--- src/rtl/vcmd_pkg.sv ---
package vcmd_pkg;
   localparam int WORD_W = 16;

   typedef enum logic [1:0] {
      KIND_BUS_A = 2'b00,
      KIND_BUS_B = 2'b01,
      KIND_FILL  = 2'b10,
      KIND_COPY  = 2'b11
   } dma_kind_e;
endpackage

--- src/rtl/vcmd_assemble.sv ---
// Command word assembly: address, code, latched high address pair, pending.
module vcmd_assemble
   import vcmd_pkg::*;
#(
   parameter int ADDR_W = 16,
   parameter int CODE_W = 6
) (
   input  logic              clk,
   input  logic              rst,
   input  logic              wr,
   input  logic [WORD_W-1:0] wdata,
   input  logic              clr,
   output logic              is_reg,
   output logic              second,
   output logic [ADDR_W-1:0] addr,
   output logic [CODE_W-1:0] code,
   output logic              pending
);
   localparam int LOW_W  = ADDR_W - 2;
   localparam int CHI_W  = CODE_W - 2;
   localparam int CHI_LO = 4;

   generate
      if (ADDR_W != WORD_W) begin : g_bad_addr
         $error("vcmd_assemble: ADDR_W must equal the port word width");
      end
      if (CODE_W != 6) begin : g_bad_code
         $error("vcmd_assemble: CODE_W must be 6");
      end
   endgenerate

   logic [1:0] hi_latch;

   assign is_reg = !pending && (wdata[WORD_W-1 -: 2] == 2'b10);
   assign second = wr && pending;

   always_ff @(posedge clk) begin
      if (rst) begin
         addr     <= '0;
         code     <= '0;
         pending  <= 1'b0;
         hi_latch <= 2'b00;
      end else if (wr) begin
         if (!pending) begin
            addr    <= {hi_latch, wdata[LOW_W-1:0]};
            code    <= {code[CODE_W-1:2], wdata[WORD_W-1 -: 2]};
            pending <= !is_reg;
         end else begin
            pending  <= 1'b0;
            addr     <= {wdata[1:0], addr[LOW_W-1:0]};
            code     <= {wdata[CHI_LO+CHI_W-1:CHI_LO], code[1:0]};
            hi_latch <= wdata[1:0];
         end
      end else if (clr) begin
         pending <= 1'b0;
      end
   end
endmodule

--- src/rtl/vcmd_regtap.sv ---
// Register write strobe plus private copies of the DMA enable and mode.
module vcmd_regtap #(
   parameter int IDX_W    = 5,
   parameter int VAL_W    = 8,
   parameter int REG_LAST = 23,
   parameter int EN_REG   = 1,
   parameter int EN_BIT   = 4,
   parameter int MODE_REG = 23
) (
   input  logic             clk,
   input  logic             rst,
   input  logic             hit,
   input  logic [IDX_W-1:0] idx,
   input  logic [VAL_W-1:0] val,
   output logic             reg_we,
   output logic [IDX_W-1:0] reg_idx,
   output logic [VAL_W-1:0] reg_val,
   output logic             dma_en,
   output logic [1:0]       dma_mode
);
   localparam logic [IDX_W-1:0] LAST_I = IDX_W'(REG_LAST);
   localparam logic [IDX_W-1:0] EN_I   = IDX_W'(EN_REG);
   localparam logic [IDX_W-1:0] MODE_I = IDX_W'(MODE_REG);

   generate
      if (REG_LAST >= (1 << IDX_W)) begin : g_bad_last
         $error("vcmd_regtap: REG_LAST does not fit IDX_W");
      end
      if (EN_BIT >= VAL_W || VAL_W < 2) begin : g_bad_bit
         $error("vcmd_regtap: EN_BIT or VAL_W out of range");
      end
      if (EN_REG > REG_LAST || MODE_REG > REG_LAST) begin : g_bad_reg
         $error("vcmd_regtap: control registers must be in range");
      end
   endgenerate

   logic take;
   assign take = hit && (idx <= LAST_I);

   always_ff @(posedge clk) begin
      if (rst) begin
         reg_we   <= 1'b0;
         reg_idx  <= '0;
         reg_val  <= '0;
         dma_en   <= 1'b0;
         dma_mode <= 2'b00;
      end else begin
         reg_we <= take;
         if (take) begin
            reg_idx <= idx;
            reg_val <= val;
            if (idx == EN_I)   dma_en   <= val[EN_BIT];
            if (idx == MODE_I) dma_mode <= val[VAL_W-1 -: 2];
         end
      end
   end
endmodule

--- src/rtl/vcmd_dma_arm.sv ---
// DMA start decoding and fill arming.
module vcmd_dma_arm
   import vcmd_pkg::*;
(
   input  logic       clk,
   input  logic       rst,
   input  logic       second,
   input  logic       code_dma,
   input  logic       dma_en,
   input  logic [1:0] dma_mode,
   input  logic       dat_wr_ok,
   output logic       dma_start,
   output logic [1:0] dma_kind,
   output logic       fill_armed
);
   dma_kind_e mode_e;
   logic      trig, fire, is_fill;

   assign mode_e  = dma_kind_e'(dma_mode);
   assign trig    = second && code_dma && dma_en;
   assign is_fill = (mode_e == KIND_FILL);
   assign fire    = dat_wr_ok && fill_armed;

   always_ff @(posedge clk) begin
      if (rst) begin
         dma_start  <= 1'b0;
         dma_kind   <= KIND_BUS_A;
         fill_armed <= 1'b0;
      end else begin
         dma_start <= (trig && !is_fill) || fire;
         if (trig && !is_fill)  dma_kind <= mode_e;
         else if (fire)         dma_kind <= KIND_FILL;
         if (trig && is_fill)   fill_armed <= 1'b1;
         else if (fire)         fill_armed <= 1'b0;
      end
   end
endmodule

--- src/rtl/vcmd_status.sv ---
// Status word builder with a sticky collision flag.
module vcmd_status #(
   parameter int WORD_W    = 16,
   parameter int COLL_BIT  = 5,
   parameter int OVF_BIT   = 6,
   parameter int EMPTY_BIT = 9
) (
   input  logic                 clk,
   input  logic                 rst,
   input  logic                 rd,
   input  logic [EMPTY_BIT-1:0] live,
   input  logic                 collide_evt,
   output logic [WORD_W-1:0]    rdata
);
   generate
      if (EMPTY_BIT >= WORD_W || COLL_BIT >= EMPTY_BIT || OVF_BIT >= EMPTY_BIT
          || COLL_BIT == OVF_BIT) begin : g_bad_bits
         $error("vcmd_status: status bit positions inconsistent");
      end
   endgenerate

   logic coll;

   always_ff @(posedge clk) begin
      if (rst)              coll <= 1'b0;
      else if (collide_evt) coll <= 1'b1;
      else if (rd)          coll <= 1'b0;
   end

   logic unused_live;
   assign unused_live = live[COLL_BIT] ^ live[OVF_BIT];

   for (genvar b = 0; b < WORD_W; b++) begin : g_bit
      if (b == EMPTY_BIT) begin : g_one
         assign rdata[b] = 1'b1;
      end else if (b > EMPTY_BIT || b == OVF_BIT) begin : g_zero
         assign rdata[b] = 1'b0;
      end else if (b == COLL_BIT) begin : g_coll
         assign rdata[b] = coll;
      end else begin : g_live
         assign rdata[b] = live[b];
      end
   end
endmodule

--- src/rtl/vcmd_port.sv ---
module vcmd_port
   import vcmd_pkg::*;
#(
   parameter int ADDR_W    = 16,
   parameter int CODE_W    = 6,
   parameter int IDX_W     = 5,
   parameter int VAL_W     = 8,
   parameter int REG_LAST  = 23,
   parameter int EN_REG    = 1,
   parameter int EN_BIT    = 4,
   parameter int MODE_REG  = 23,
   parameter int EMPTY_BIT = 9
) (
   input  logic                 clk,
   input  logic                 rst,
   input  logic                 ctl_wr,
   input  logic [15:0]          ctl_wdata,
   input  logic                 ctl_rd,
   output logic [15:0]          ctl_rdata,
   input  logic                 dat_wr,
   input  logic                 dat_rd,
   input  logic [EMPTY_BIT-1:0] live_flags,
   input  logic                 collide_evt,
   output logic                 reg_we,
   output logic [IDX_W-1:0]     reg_idx,
   output logic [VAL_W-1:0]     reg_val,
   output logic [ADDR_W-1:0]    acc_addr,
   output logic [CODE_W-1:0]    acc_code,
   output logic                 pending,
   output logic                 dma_start,
   output logic [1:0]           dma_kind,
   output logic                 fill_armed
);
   localparam int IDX_LO   = 8;
   localparam int CODE_DMA = 4 + CODE_W - 3;

   generate
      if (IDX_LO + IDX_W > WORD_W - 3 || VAL_W > IDX_LO) begin : g_bad_fields
         $error("vcmd_port: register field widths do not fit the word");
      end
   endgenerate

   logic       is_reg, second, clr, dma_en, dat_wr_ok;
   logic [1:0] dma_mode;

   assign clr       = ctl_rd || dat_wr || dat_rd;
   assign dat_wr_ok = dat_wr && !ctl_wr;

   vcmd_assemble #(.ADDR_W(ADDR_W), .CODE_W(CODE_W)) u_asm (
      .clk(clk), .rst(rst), .wr(ctl_wr), .wdata(ctl_wdata), .clr(clr),
      .is_reg(is_reg), .second(second), .addr(acc_addr), .code(acc_code),
      .pending(pending)
   );

   vcmd_regtap #(
      .IDX_W(IDX_W), .VAL_W(VAL_W), .REG_LAST(REG_LAST),
      .EN_REG(EN_REG), .EN_BIT(EN_BIT), .MODE_REG(MODE_REG)
   ) u_reg (
      .clk(clk), .rst(rst), .hit(ctl_wr && is_reg),
      .idx(ctl_wdata[IDX_LO+IDX_W-1:IDX_LO]), .val(ctl_wdata[VAL_W-1:0]),
      .reg_we(reg_we), .reg_idx(reg_idx), .reg_val(reg_val),
      .dma_en(dma_en), .dma_mode(dma_mode)
   );

   vcmd_dma_arm u_dma (
      .clk(clk), .rst(rst), .second(second), .code_dma(ctl_wdata[CODE_DMA]),
      .dma_en(dma_en), .dma_mode(dma_mode), .dat_wr_ok(dat_wr_ok),
      .dma_start(dma_start), .dma_kind(dma_kind), .fill_armed(fill_armed)
   );

   vcmd_status #(.WORD_W(WORD_W), .EMPTY_BIT(EMPTY_BIT)) u_stat (
      .clk(clk), .rst(rst), .rd(ctl_rd), .live(live_flags),
      .collide_evt(collide_evt), .rdata(ctl_rdata)
   );
endmodule

--- config.mk ---
export PLATFORM = sky130hd
export DESIGN_NAME = vcmd_port
export DESIGN_NICKNAME = d
export VERILOG_FILES = /design/src/rtl/vcmd_pkg.sv /design/src/rtl/vcmd_assemble.sv /design/src/rtl/vcmd_regtap.sv /design/src/rtl/vcmd_dma_arm.sv /design/src/rtl/vcmd_status.sv /design/src/rtl/vcmd_port.sv
export SDC_FILE = /design/constraint.sdc
export NUM_CORES = 1
export LEC_CHECK = 0
export ABC_AREA = 0
export BUFFER_PORTS_ARGS = -buffer_cell sky130_fd_sc_hd__buf_2
export CORE_ASPECT_RATIO = 1.25
export CORE_MARGIN = 8
export CORE_UTILIZATION = 46
export DETAILED_ROUTE_END_ITERATION = 10
export PLACE_DENSITY = 0.78
export SLEW_MARGIN = 15
export SYNTH_ARGS = -nofsm -noshare
export SYNTH_HDL_FRONTEND = slang
export SYNTH_SLANG_ARGS = --single-unit
--- constraint.sdc ---
create_clock -name clk -period 1.43 [get_ports clk]
set_input_delay 0.2145 -clock clk [delete_from_list [all_inputs] [get_ports clk]]
set_output_delay 0.2145 -clock clk [all_outputs]
set_load 0.03 [all_outputs]
# Word-level counts from Yosys, hierarchy flattened
# Cells that the tools add are included.
[word_totals] regBits=47 inputBits=32 out_inout_bits=57
[classes] magnitude_cmp=1 n_eq_ne=4 n_mux=10 bitwise=1 reduce_logical=25
[ops] operator="$mux 16" count=1
[ops] operator="$logic_and 1x1->1" count=10
[ops] operator="$reduce_and 2->1" count=4
[ops] operator="$reduce_bool 2->1" count=4
[ops] operator="$mux 1" count=7
[ops] operator="$eq 5x1->1 const B" count=1
[ops] operator="$eq 5x5->1 const B" count=1
[ops] operator="$le 5x5->1 const B" count=1
[ops] operator="$eq 2x2->1 const B" count=2
[ops] operator="$logic_not 1->1" count=4
[ops] operator="$mux 2" count=2
[ops] operator="$logic_or 1x1->1" count=3
[ops] operator="$not 1->1" count=1

# Depth between registers and ports, before layout
# Gate-level depths: netlist of the first run.
[logic_depth] depth_word=5 depth_mapped=6

# Modules after synthesis
# Synthesis of the first run repeated with hierarchy kept, for this count alone.
[hier_totals] cells_unflattened=235 hier_area_um2=2019.4
[by_module_without_submodules] mod="vcmd_assemble" n_inst=1 cells_each=115 area_per_inst_um2=928.4 seq_area_each_um2=500.5
[by_module_without_submodules] mod="vcmd_regtap" n_inst=1 cells_each=76 area_per_inst_um2=721.9 seq_area_each_um2=340.3
[by_module_without_submodules] mod="vcmd_dma_arm" n_inst=1 cells_each=19 area_per_inst_um2=183.9 seq_area_each_um2=80.1
[by_module_without_submodules] mod="vcmd_status" n_inst=1 cells_each=22 area_per_inst_um2=166.4 seq_area_each_um2=20.0
[by_module_without_submodules] mod="vcmd_port" n_inst=1 cells_each=3 area_per_inst_um2=18.8 seq_area_each_um2=0.0

# Least setup slack after synthesis of the first run
# No wires, ideal clock.
[synth_timing] kind="reg-to-reg" start="register u_asm.pending" end="register u_reg.reg_idx[4]" setup_time_ps=70 arrival_ps=1222 t_required_ps=1360 slack_ps=137 path_stages_with_launch=5 path_buffers=1 period_less_slack_ps=1293 cell_sequence="dfxtp_1 nand4bb_4 buf_2 o21ai_1 a21oi_1"
[synth_between] elab_chain_cells=4
[synth_lines] element="start, declared" line="vcmd_assemble.sv:17" rtl="output logic pending"
[synth_lines] element="start signal, assigned" line="vcmd_assemble.sv:47" rtl="pending <= !is_reg;"
[synth_lines] element="$logic_not 1->1"
[synth_lines] element="$logic_and 1x1->1" line="vcmd_assemble.sv:34" rtl="assign is_reg = !pending && (wdata[WORD_W-1 -: 2] == 2'b10);"
[synth_lines] element="$logic_and 1x1->1" line="vcmd_port.sv:59" rtl=".clk(clk), .rst(rst), .hit(ctl_wr && is_reg),"
[synth_lines] element="$logic_and 1x1->1" line="vcmd_regtap.sv:38" rtl="assign take = hit && (idx <= LAST_I);"
[synth_lines] element="end signal, assigned" line="vcmd_regtap.sv:50" rtl="reg_idx <= idx;"
[synth_lines] element="end, declared" line="vcmd_regtap.sv:16" rtl="output logic [IDX_W-1:0] reg_idx,"
# Every way passes these cells.
# A chain may end at the register's enable or synchronous reset.

# Worst setup path in the final report of the first run
[layout_timing] start="register u_asm.pending" end="register u_reg.dma_mode[0]"
[layout_between] elab_chain_cells=5
[layout_lines] element="$logic_not 1->1"
[layout_lines] element="$logic_and 1x1->1" line="vcmd_assemble.sv:34"
[layout_lines] element="$logic_and 1x1->1" line="vcmd_port.sv:59"
[layout_lines] element="$logic_and 1x1->1" line="vcmd_regtap.sv:38"
[layout_lines] element="$reduce_and 2->1 (no line)"
[layout_lines] element="end signal, assigned" line="vcmd_regtap.sv:53" rtl="if (idx == MODE_I) dma_mode <= val[VAL_W-1 -: 2];"
[layout_lines] element="end, declared" line="vcmd_regtap.sv:19" rtl="output logic [1:0] dma_mode"
# Every way passes these cells.

==> results.md, run 1 <==
* Status: finished clean
* TritonCTS clock tree: yes
* Postcts setup bufs at 0
* CTS Buffer Depth at 2
* GRT Total Usage at 0.159
* Crit end category: flop
* Reg power frac at 0.541
* Post-synth EDFFs at 0
* Initial drt markers at 83
* CP cell instances: nand4bb_4 > nor4_4 > mux2i_1
* Placed Cells incl. Taps at 340
* RePlAce Congestion at 0.807
* Reg area at 941 µm²
* Worst-path clk slew at 80 ps
* Crit share post-route at 0.913
* PD cells at 1090 nW/µm²
* Setup_tns at 0 ps
* WP data required at 1660 ps
* Initial antenna violation count at 0
* Standard-cell rows at 27
* Clock power share at 0.303
* Pre-antenna DRT Iters at 5
* Post-CTS Resized at 0
* DRC at 0
* Mapped Avg Cell Area at 8.44 µm²
* Final slew viol count at 0
* Diode count at 0
* Die Y at 89.7 µm
* Setup CP Type: reg -> reg
* Async set-or-reset flop fraction in the synthesized netlist at 0
* Switching Share at 0.288
* Most frequent cells in the layout: buf_2, dfxtp_1, nand2_1, a21oi_1, nand3_1
* Max Clock Skew at 5.13 ps
* Post-DR vias/cell at 5.06
* Hold EP: u_stat.coll$_SDFFE_PP0P_
* Sequential area share after synthesis at 0.470
* Core area at 4290 µm²
* Peak supply drop at 0.513 mV
* Static leakage at 1.01 nW
* Input/output buffers at 64
* Max Cap Viol at 0
* Routed wire length at 5.04 mm
* Startpoint Class: flop
* Endpoints failing setup at 0
* Comb power frac at 0.156
* Root Driver: clkbuf_8
* RSZ-0062 raised after global routing: no
* YS warnings at 0
* H-tree depth at 2
* Period minus WS final at 1310 ps
* P_int at 1.82 mW
* Hold Crit Depth at 3
* Cells on worst reg2reg path at 3
* Main synth FF type: dfxtp_1
* Number of global-route vias before repair at 1,727
* Largest net degree at the start of global routing at 29
* Cells after Synth at 237
* Net Switching at 0.733 mW
* FMAX at 766 MHz
* Initial core utilization at 0.466
* Multi-input logic area at 850 µm²
* Synthesized cell area at 2000 µm²
* DP HPWL at 3.71 mm
* Clk sinks at 47
* Total vias in the final route at 1,760
* CTS Hold Buffers Added at 0
* First-pass GRT wire length at 8.47 mm
* Die X at 75.0 µm
* Fillers at 433
* Post-route ant nets at 0
* Fin nets at 321
* Worst path arrival time at 1540 ps
* Worst Path Max Fanout at 8
* Ports at 89
* Max incr delay on CP at 380 ps
* Worst r2r src: u_asm.pending$_SDFFE_PP0P_
* Clock Latency Late Sink at 300 ps
* Flops & latches, synth at 47
* Slowest cell on the critical path: dfxtp_1
* RR Endpoint: u_reg.dma_mode[0]$_SDFFE_PP0P_
* Min-delay src: collide_evt
* Commonest non-fill, non-tap cell in the layout: buf_2
* Non-filler cells in the finished layout at 348
* Ratio of cells with drive above 1 in the final layout at 0.276
* Hold Path Class: in -> reg
* Num CTS Buffers at 5
* Gr ovfl total at 0
* Layout area overhead at 16.8%
* Wire per inst at 14.5 µm
* R2R setup slack at 120 ps
* Die area at 6730 µm²
* Hold Violations, Final at 0
* Synth cell types at 31
-- final cells by class --
cell class,count,area share
Sequential cell,47,0.403
Multi-Input combinational cell,159,0.364
Timing Repair Buffer,71,0.160
Clock buffer,7,0.0327
Tap cell,58,0.0311
Inverter,5,0.00803
Clock inverter,1,0.00214
-- power groups by stage --
| stage | registers, mW | logic [mW] | clock network, mW |
|---|---|---|---|
| floorplan | 1.50 | 0.239 | 0 |
| global placement | 1.41 | 0.395 | 0 |
| detailed placement | 1.41 | 0.399 | 0 |
| CTS | 1.38 | 0.400 | 0.789 |
| global route | 1.39 | 0.433 | 0.862 |
| finish | 1.38 | 0.398 | 0.773 |
-- worst max-delay path by stage --
stage / cells after the start / start / to / slack (ps)
2_1_floorplan: 4 / u_asm.pending$_SDFFE_PP0P_ / u_reg.reg_idx[4]$_SDFFE_PP0P_ / 140
3_3_place_gp: 3 / u_asm.pending$_SDFFE_PP0P_ / u_reg.dma_mode[0]$_SDFFE_PP0P_ / 140
3_5_place_dp: 3 / u_asm.pending$_SDFFE_PP0P_ / u_reg.dma_mode[1]$_SDFFE_PP0P_ / 120
4_1_cts: 3 / u_asm.pending$_SDFFE_PP0P_ / u_reg.dma_mode[0]$_SDFFE_PP0P_ / 110
5_1_grt: 5 / u_asm.pending$_SDFFE_PP0P_ / u_asm.code[0]$_SDFFE_PP0P_ / 6
6_report: 3 / u_asm.pending$_SDFFE_PP0P_ / u_reg.dma_mode[0]$_SDFFE_PP0P_ / 120
-- cells in the mapped netlist (2+ instances only) --
| library cell | count | area [µm²] |
|---|---|---|
| mux2i_1 | 5 | 50.1 |
| nand3_1 | 19 | 95.1 |
| nand2b_1 | 7 | 43.8 |
| nor2_1 | 4 | 15.0 |
| nand4b_1 | 2 | 17.5 |
| o21ai_0 | 7 | 35.0 |
| conb_1 | 2 | 7.51 |
| o21ai_1 | 9 | 45.0 |
| or3_1 | 2 | 12.5 |
| clkbuf_1 | 3 | 11.3 |
| nand2_1 | 41 | 154 |
| dfxtp_1 | 47 | 941 |
| a211oi_1 | 2 | 15.0 |
| a21oi_1 | 40 | 200 |
| buf_2 | 6 | 30.0 |
| inv_1 | 5 | 18.8 |
| nor2b_1 | 2 | 12.5 |
| buf_4 | 19 | 143 |
| buf_1 | 2 | 7.51 |
| buf_6 | 2 | 22.5 |
-- registers in the layout, summed over array words and instances, names as in the netlist, 2 cells and up --
signal	flops
u_reg.reg_idx	5
u_asm.addr	16
u_asm.code	6
u_dma.dma_kind	2
u_reg.dma_mode	2
u_asm.hi_latch	2
u_reg.reg_val	8
-- through the flow --
stage	area (µm²)	hold WS [ps]	util	worst slack [ps]	power (mW)
2_1_floorplan	2020	332	-	137	1.74
3_3_place_gp	2250	423	0.526	142	1.80
3_5_place_dp	2250	429	0.526	123	1.81
4_1_cts	2340	126	0.544	107	2.57
5_1_grt	2340	165	0.544	5.94	2.68
6_report	2340	131	0.544	124	2.55
-- cells by family (layout without fill, tap and decap cells) --
group,after synthesis,count (layout),synth area share
AO/OA/AOI/OAI,60,60,0.156
buffers and inverters,37,84,0.116
flip-flops,47,47,0.470
multiplexers,5,5,0.0250
other,2,8,0.00375
AND/OR/NAND/NOR,86,86,0.229
-- critical path, delay by kind of cell (launching register included) --
family	cells	cell delay, ps
and+or+nand+nor	2	650
muxes	1	210
DFF	1	380
-- metal layers --
layer,track usage,vias up,share of wire
met5,0,-,0
met4,0.0721,0,0.018
met3,0.0444,9,0.082
met2,0.267,66,0.50
met1,0.175,801,0.40
li1,-,884,-
Note: power is estimated with default switching activity, not from simulation.
==> inputs of run 2 (changes only) <==
--- a/config.mk
+++ b/config.mk
@@ -9,9 +9,11 @@
 export BUFFER_PORTS_ARGS = -buffer_cell sky130_fd_sc_hd__buf_2
 export CORE_ASPECT_RATIO = 1.25
 export CORE_MARGIN = 8
-export CORE_UTILIZATION = 46
+export CORE_UTILIZATION = 48
+export CTS_BUF_LIST = sky130_fd_sc_hd__clkbuf_2 sky130_fd_sc_hd__clkbuf_4 sky130_fd_sc_hd__clkbuf_8
+export CTS_CLUSTER_SIZE = 25
 export DETAILED_ROUTE_END_ITERATION = 10
-export PLACE_DENSITY = 0.78
+export PLACE_DENSITY = 0.81
 export SLEW_MARGIN = 15
 export SYNTH_ARGS = -nofsm -noshare
 export SYNTH_HDL_FRONTEND = slang
==> results.md, run 2 (synthesis gave the netlist of run 1 again) <==
* Routed wire length at 4.98 mm (-1.3%)
* Pre-antenna DRT Iters at 4 (-1)
* Number of global-route vias before repair at 1,727 (unchanged)
* First-pass GRT wire length at 7.88 mm (-7.0%)
* Worst r2r src: u_asm.pending$_SDFFE_PP0P_
* Switching Share at 0.279 (-0.00852)
* Multi-input logic area at 850 µm² (unchanged)
* Total vias in the final route at 1,755 (-0.28%)
* Core area at 4030 µm² (-6.0%)
* Fillers at 394 (-9.0%)
* Hold Crit Depth at 3 (unchanged)
* CTS Buffer Depth at 2 (unchanged)
* Max Clock Skew at 4.75 ps (-0.377 ps)
* Post-CTS Resized at 0 (unchanged)
* Setup_tns at 0 ps (unchanged)
* Post-route ant nets at 0 (unchanged)
* Ratio of cells with drive above 1 in the final layout at 0.288 (+0.0118)
* Hold Slack at 134 ps (+3.24 ps)
* Fin util at 0.587 (+0.0427)
* Final setup margin at 119 ps (-4.55 ps)
* Hold EP: u_stat.coll$_SDFFE_PP0P_
* Initial core utilization at 0.496 (+0.0297)
* FMAX at 763 MHz (-0.35%)
* Num CTS Buffers at 5 (unchanged)
* Clock power share at 0.307 (+0.004)
* Min-delay src: collide_evt
* Final slew viol count at 0 (unchanged)
* TritonCTS clock tree: yes
* GRT Total Usage at 0.154 (-0.00455)
* Initial antenna violation count at 0 (unchanged)
* H-tree depth at 2 (unchanged)
* Power Total at 2.59 mW (+1.4%)
* Largest net degree at the start of global routing at 30 (+3.4%)
* Biggest regs: u_asm.addr x16, u_reg.reg_val x8, u_asm.code x6
* Worst Path Max Fanout at 12 (+4)
* Wire per inst at 14.3 µm (-1.3%)
* Reg power frac at 0.533 (-0.008)
* Static leakage at 1.03 nW (+2.2%)
* Largest reg by FF count: u_asm.addr
* Die area at 6500 µm² (-3.4%)
* Period minus WS final at 1310 ps (+4.55 ps)
* Standard-cell rows at 26 (-3.7%)
* Die X at 73.7 µm (-1.7%)
* RSZ-0062 raised after global routing: no
* Placement Setup Slack at 144 ps (+20.5 ps)
* Reg area at 941 µm² (unchanged)
* Die Y at 88.2 µm (-1.7%)
* Endpoints failing setup at 0 (unchanged)
* Crit share post-route at 0.917 (+0.00318)
* Input/output buffers at 64 (unchanged)
* RePlAce Congestion at 0.778 (-3.6%)
* Net Switching at 0.722 mW (-1.6%)
* Diode count at 0 (unchanged)
* DRC at 0 (unchanged)
* CTS Hold Buffers Added at 0 (unchanged)
* Ports at 89 (unchanged)
* Worst-path clk slew at 80 ps (about the same)
* R2R setup slack at 120 ps (about the same)
* Slowest cell on the critical path: dfxtp_1
* P_int at 1.86 mW (+2.6%)
* Startpoint Class: flop
* Hold Path Class: in -> reg
* RR Endpoint: u_dma.dma_kind[1]$_SDFFE_PP0P_
* Fin nets at 323 (+0.62%)
* Most frequent cells in the layout: buf_2, dfxtp_1, nand2_1, a21oi_1, nand3_1
* Max Cap Viol at 0 (unchanged)
* Crit end category: flop
* Clk sinks at 47 (unchanged)
* Worst path arrival time at 1510 ps (-30 ps)
* PD cells at 1090 nW/µm² (about the same)
* WP data required at 1630 ps (-30 ps)
* CP cell instances: buf_4 > and4_1 > nand2_1 > a221oi_1
* Root Driver: clkbuf_8
* Initial drt markers at 129 (+55%)
* Cells on worst reg2reg path at 4 (+1)
* Postcts setup bufs at 0 (unchanged)
* Number of flip-flops in the largest register at 16 (unchanged)
* Max incr delay on CP at 430 ps (+50 ps)
* Gr ovfl total at 0 (unchanged)
* Hold Violations, Final at 0 (unchanged)
* Status: finished clean
* DP HPWL at 3.68 mm (-0.77%)
* Post-DR vias/cell at 5.04 (-0.28%)
* Peak supply drop at 0.628 mV (+22%)
* Setup CP Type: reg -> reg
* Comb power frac at 0.159 (+0.003)
* Layout area overhead at 18.4%
* Commonest non-fill, non-tap cell in the layout: buf_2
* Clock Latency Late Sink at 290 ps (about the same)
-- run 2: cell count changes in the layout (fill, tap and decap cells not counted) --
cell | previous run | this run
buf_12 | 0 | 1
buf_4 | 7 | 8
clkbuf_1 | 2 | 0
clkbuf_4 | 0 | 2
-- run 2: critical path: cells and delay by family, from the launching register on --
| family | cells | cell delay (ps) |
|---|---|---|
| AOI/OAI and AO/OA | 1 | 220 |
| and+or+nand+nor | 2 | 340 |
| DFF | 1 | 430 |
| buffers and inverters | 1 | 230 |
-- run 2: stage by stage --
step	instances	cell area [µm²]
6_report	348	2370
5_1_grt	348	2370
2_1_floorplan	243	2020
3_5_place_dp	340	2280
3_3_place_gp	340	2280
4_1_cts	348	2370
-- run 2: metal layers --
layer	track usage	vias to the layer above	wire, µm
met5	0	-	0
met1	0.171	797	2030
met4	0.0656	0	93
li1	-	888	-
met3	0.0550	11	399
met2	0.258	59	2450
-- run 2: worst max path at each step --
stage / from / to / slack (ps) / depth (start not counted)
2_1_floorplan: u_asm.pending$_SDFFE_PP0P_ / u_reg.reg_idx[4]$_SDFFE_PP0P_ / 140 / 4
3_3_place_gp: u_asm.pending$_SDFFE_PP0P_ / u_dma.dma_kind[1]$_SDFFE_PP0P_ / 190 / 4
3_5_place_dp: u_asm.pending$_SDFFE_PP0P_ / u_dma.dma_kind[1]$_SDFFE_PP0P_ / 140 / 4
4_1_cts: u_asm.pending$_SDFFE_PP0P_ / u_dma.dma_kind[1]$_SDFFE_PP0P_ / 120 / 4
5_1_grt: u_asm.pending$_SDFFE_PP0P_ / u_dma.dma_kind[1]$_SDFFE_PP0P_ / 2 / 4
6_report: u_asm.pending$_SDFFE_PP0P_ / u_dma.dma_kind[1]$_SDFFE_PP0P_ / 120 / 4
-- run 2: cell type report --
class | instances | area share
repair buffers | 73 | 0.169
inverters | 5 | 0.00792
clock buffers | 7 | 0.0354
flip-flops and latches | 47 | 0.397
clock inverters | 1 | 0.00211
well taps | 56 | 0.0296
multi-input cells | 159 | 0.359
-- run 2: power by group through the flow --
stage / registers [mW] / logic [mW] / clock network [mW]
final: 1.38 / 0.412 / 0.794
after floorplan: 1.50 / 0.239 / 0
after global placement: 1.41 / 0.407 / 0
after detailed placement: 1.41 / 0.411 / 0
after CTS: 1.38 / 0.413 / 0.811
after global routing: 1.39 / 0.449 / 0.860
==> inputs of run 3 (changes only) <==
--- a/config.mk
+++ b/config.mk
@@ -6,8 +6,7 @@
 export NUM_CORES = 1
 export LEC_CHECK = 0
 export ABC_AREA = 0
-export BUFFER_PORTS_ARGS = -buffer_cell sky130_fd_sc_hd__buf_2
-export CORE_ASPECT_RATIO = 1.25
+export BUFFER_PORTS_ARGS = -buffer_cell sky130_fd_sc_hd__clkbuf_2
 export CORE_MARGIN = 8
 export CORE_UTILIZATION = 48
 export CTS_BUF_LIST = sky130_fd_sc_hd__clkbuf_2 sky130_fd_sc_hd__clkbuf_4 sky130_fd_sc_hd__clkbuf_8
==> results.md, run 3 (synthesis gave the netlist of run 1 again) <==
* Biggest regs: u_asm.addr x16, u_reg.reg_val x8, u_asm.code x6
* Initial antenna violation count at 0 (unchanged)
* Diode count at 0 (unchanged)
* PD cells at 1100 nW/µm² (+0.48%)
* RSZ-0062 raised after global routing: no
* Static leakage at 1.01 nW (-2.6%)
* Num CTS Buffers at 5 (unchanged)
* CP cell instances: buf_6 > clkbuf_2
* Power Total at 2.59 mW (+0.11%)
* Final slew viol count at 0 (unchanged)
* Initial drt markers at 117 (-9.3%)
* Crit share post-route at 0.916 (about the same)
* Root Driver: clkbuf_8
* Final instance area at 2360 µm² (-0.37%)
* FMAX at 764 MHz (about the same)
* Routed wire length at 5.23 mm (+5.1%)
* First-pass GRT wire length at 8.24 mm (+4.6%)
* Hold Slack at 122 ps (-12.2 ps)
* Most frequent cells in the layout: clkbuf_2, dfxtp_1, nand2_1, a21oi_1, nand3_1
* TritonCTS clock tree: yes
* Placed instance area at 2270 µm² (-0.55%)
* Largest reg by FF count: u_asm.addr
* Setup_tns at 0 ps (unchanged)
* Worst Path Max Fanout at 14 (+2)
* Commonest non-fill, non-tap cell in the layout: clkbuf_2
* H-tree depth at 2 (unchanged)
* Met2 global-route usage at 0.253 (-0.00507)
* Startpoint Class: flop
* Die X at 80.6 µm (+9.2%)
* Die area at 6490 µm² (-0.20%)
* Slowest cell on the critical path: dfxtp_1
* Max Clock Skew at 4.63 ps (-0.125 ps)
* Number of flip-flops in the largest register at 16 (unchanged)
* GRT Total Usage at 0.162 (+0.00807)
* Placement Setup Slack at 134 ps (-9.78 ps)
* Pre-antenna DRT Iters at 4 (unchanged)
* Number of global-route vias before repair at 1,662 (-3.8%)
* Setup CP Type: reg -> out
* Ratio of cells with drive above 1 in the final layout at 0.290 (+0.00243)
* Max incr delay on CP at 390 ps (-40 ps)
* Fin nets at 324 (+0.31%)
* Status: finished clean
* CTS Buffer Depth at 2 (unchanged)
* Core area at 4000 µm² (-0.84%)
* Layout area overhead at 17.9%
* Endpoints failing setup at 0 (unchanged)
* Wire per inst at 15.3 µm (+6.7%)
* R2R setup slack at 150 ps (+30 ps)
* Period minus WS final at 1310 ps (-1.07 ps)
* Die Y at 80.6 µm (-8.6%)
* Final setup margin at 120 ps (+1.07 ps)
* Post-CTS Resized at 0 (unchanged)
* Total vias in the final route at 1,757 (+0.11%)
* GRT Max-Usage Layer: met2
* Ports at 89 (unchanged)
* Input/output buffers at 64 (unchanged)
* Max Cap Viol at 0 (unchanged)
* DRC at 0 (unchanged)
* Hold Violations, Final at 0 (unchanged)
* RePlAce Congestion at 0.841 (+8.1%)
* Met1 GRT Util at 0.203 (+0.0315)
* Hold Path Class: in -> reg
* Post-route ant nets at 0 (unchanged)
* Standard-cell rows at 23 (-12%)
* WP data required at 1220 ps (-410 ps)
* Worst path arrival time at 1100 ps (-410 ps)
* Peak supply drop at 0.775 mV (+23%)
* Worst-path clk slew at 80 ps (about the same)
* Postcts setup bufs at 0 (unchanged)
* Initial core utilization at 0.500 (+0.00419)
* GR Util met3 at 0.0458 (-0.00922)
* Largest net degree at the start of global routing at 27 (-10%)
* DP HPWL at 3.95 mm (+7.2%)
* Crit end category: output port
* Gr ovfl total at 0 (unchanged)
* Clock Latency Late Sink at 300 ps (about the same)
* Clk sinks at 47 (unchanged)
* Post-DR vias/cell at 5.12 (+1.6%)
* CTS Hold Buffers Added at 0 (unchanged)
==> run 3: changes by cell type in the layout (fill, tap and decap cells not counted) <==
cell | before | now
buf_4 | 8 | 9
clkbuf_2 | 0 | 64
buf_12 | 1 | 0
buf_6 | 0 | 1
buf_2 | 64 | 0
==> run 3: worst max-delay path, delay by kind of cell (launching register included) <==
family / cells / cell delay, ps
buffers and inverters: 2 / 400
flip-flops: 1 / 390
==> run 3: per-layer routing <==
| metal | vias to the layer above | part of all wire |
|---|---|---|
| met5 | - | 0 |
| met4 | 0 | 0.015 |
| met2 | 71 | 0.48 |
| met1 | 792 | 0.41 |
| met3 | 6 | 0.091 |
| li1 | 888 | - |
==> run 3: final cells by class <==
| type | instances | area (µm²) |
|---|---|---|
| multi-input combinational | 159 | 850 |
| fill | 366 | 1640 |
| sequential | 47 | 941 |
| tap | 50 | 62.6 |
| inverter | 5 | 18.8 |
| clock inverter | 1 | 5.00 |
| timing repair buffer | 74 | 399 |
| clock buffer | 7 | 83.8 |
==> run 3: worst paths after layout <==
check	to	start	cells after the start
worst max-delay path	pending	u_asm.pending$_SDFFE_PP0P_	2
worst min-delay path	u_stat.coll$_SDFFE_PP0P_	collide_evt	3
worst max register to register	u_reg.dma_mode[1]$_SDFFE_PP0P_	u_asm.pending$_SDFFE_PP0P_	3
worst min register to register	u_asm.code[4]$_SDFFE_PP0N_	u_asm.code[4]$_SDFFE_PP0N_	2
==> run 3: metrics by stage <==
step | util | cells
finish | 0.590 | 343
global route | 0.590 | 343
CTS | 0.589 | 343
detailed placement | 0.567 | 335
global placement | 0.567 | 335
floorplan | - | 243
==> run 3: power by group <==
part	switching (mW)	total, mW	internal, mW
sequential	0.0241	1.38	1.36
clock	0.413	0.794	0.381
combinational	0.291	0.414	0.123
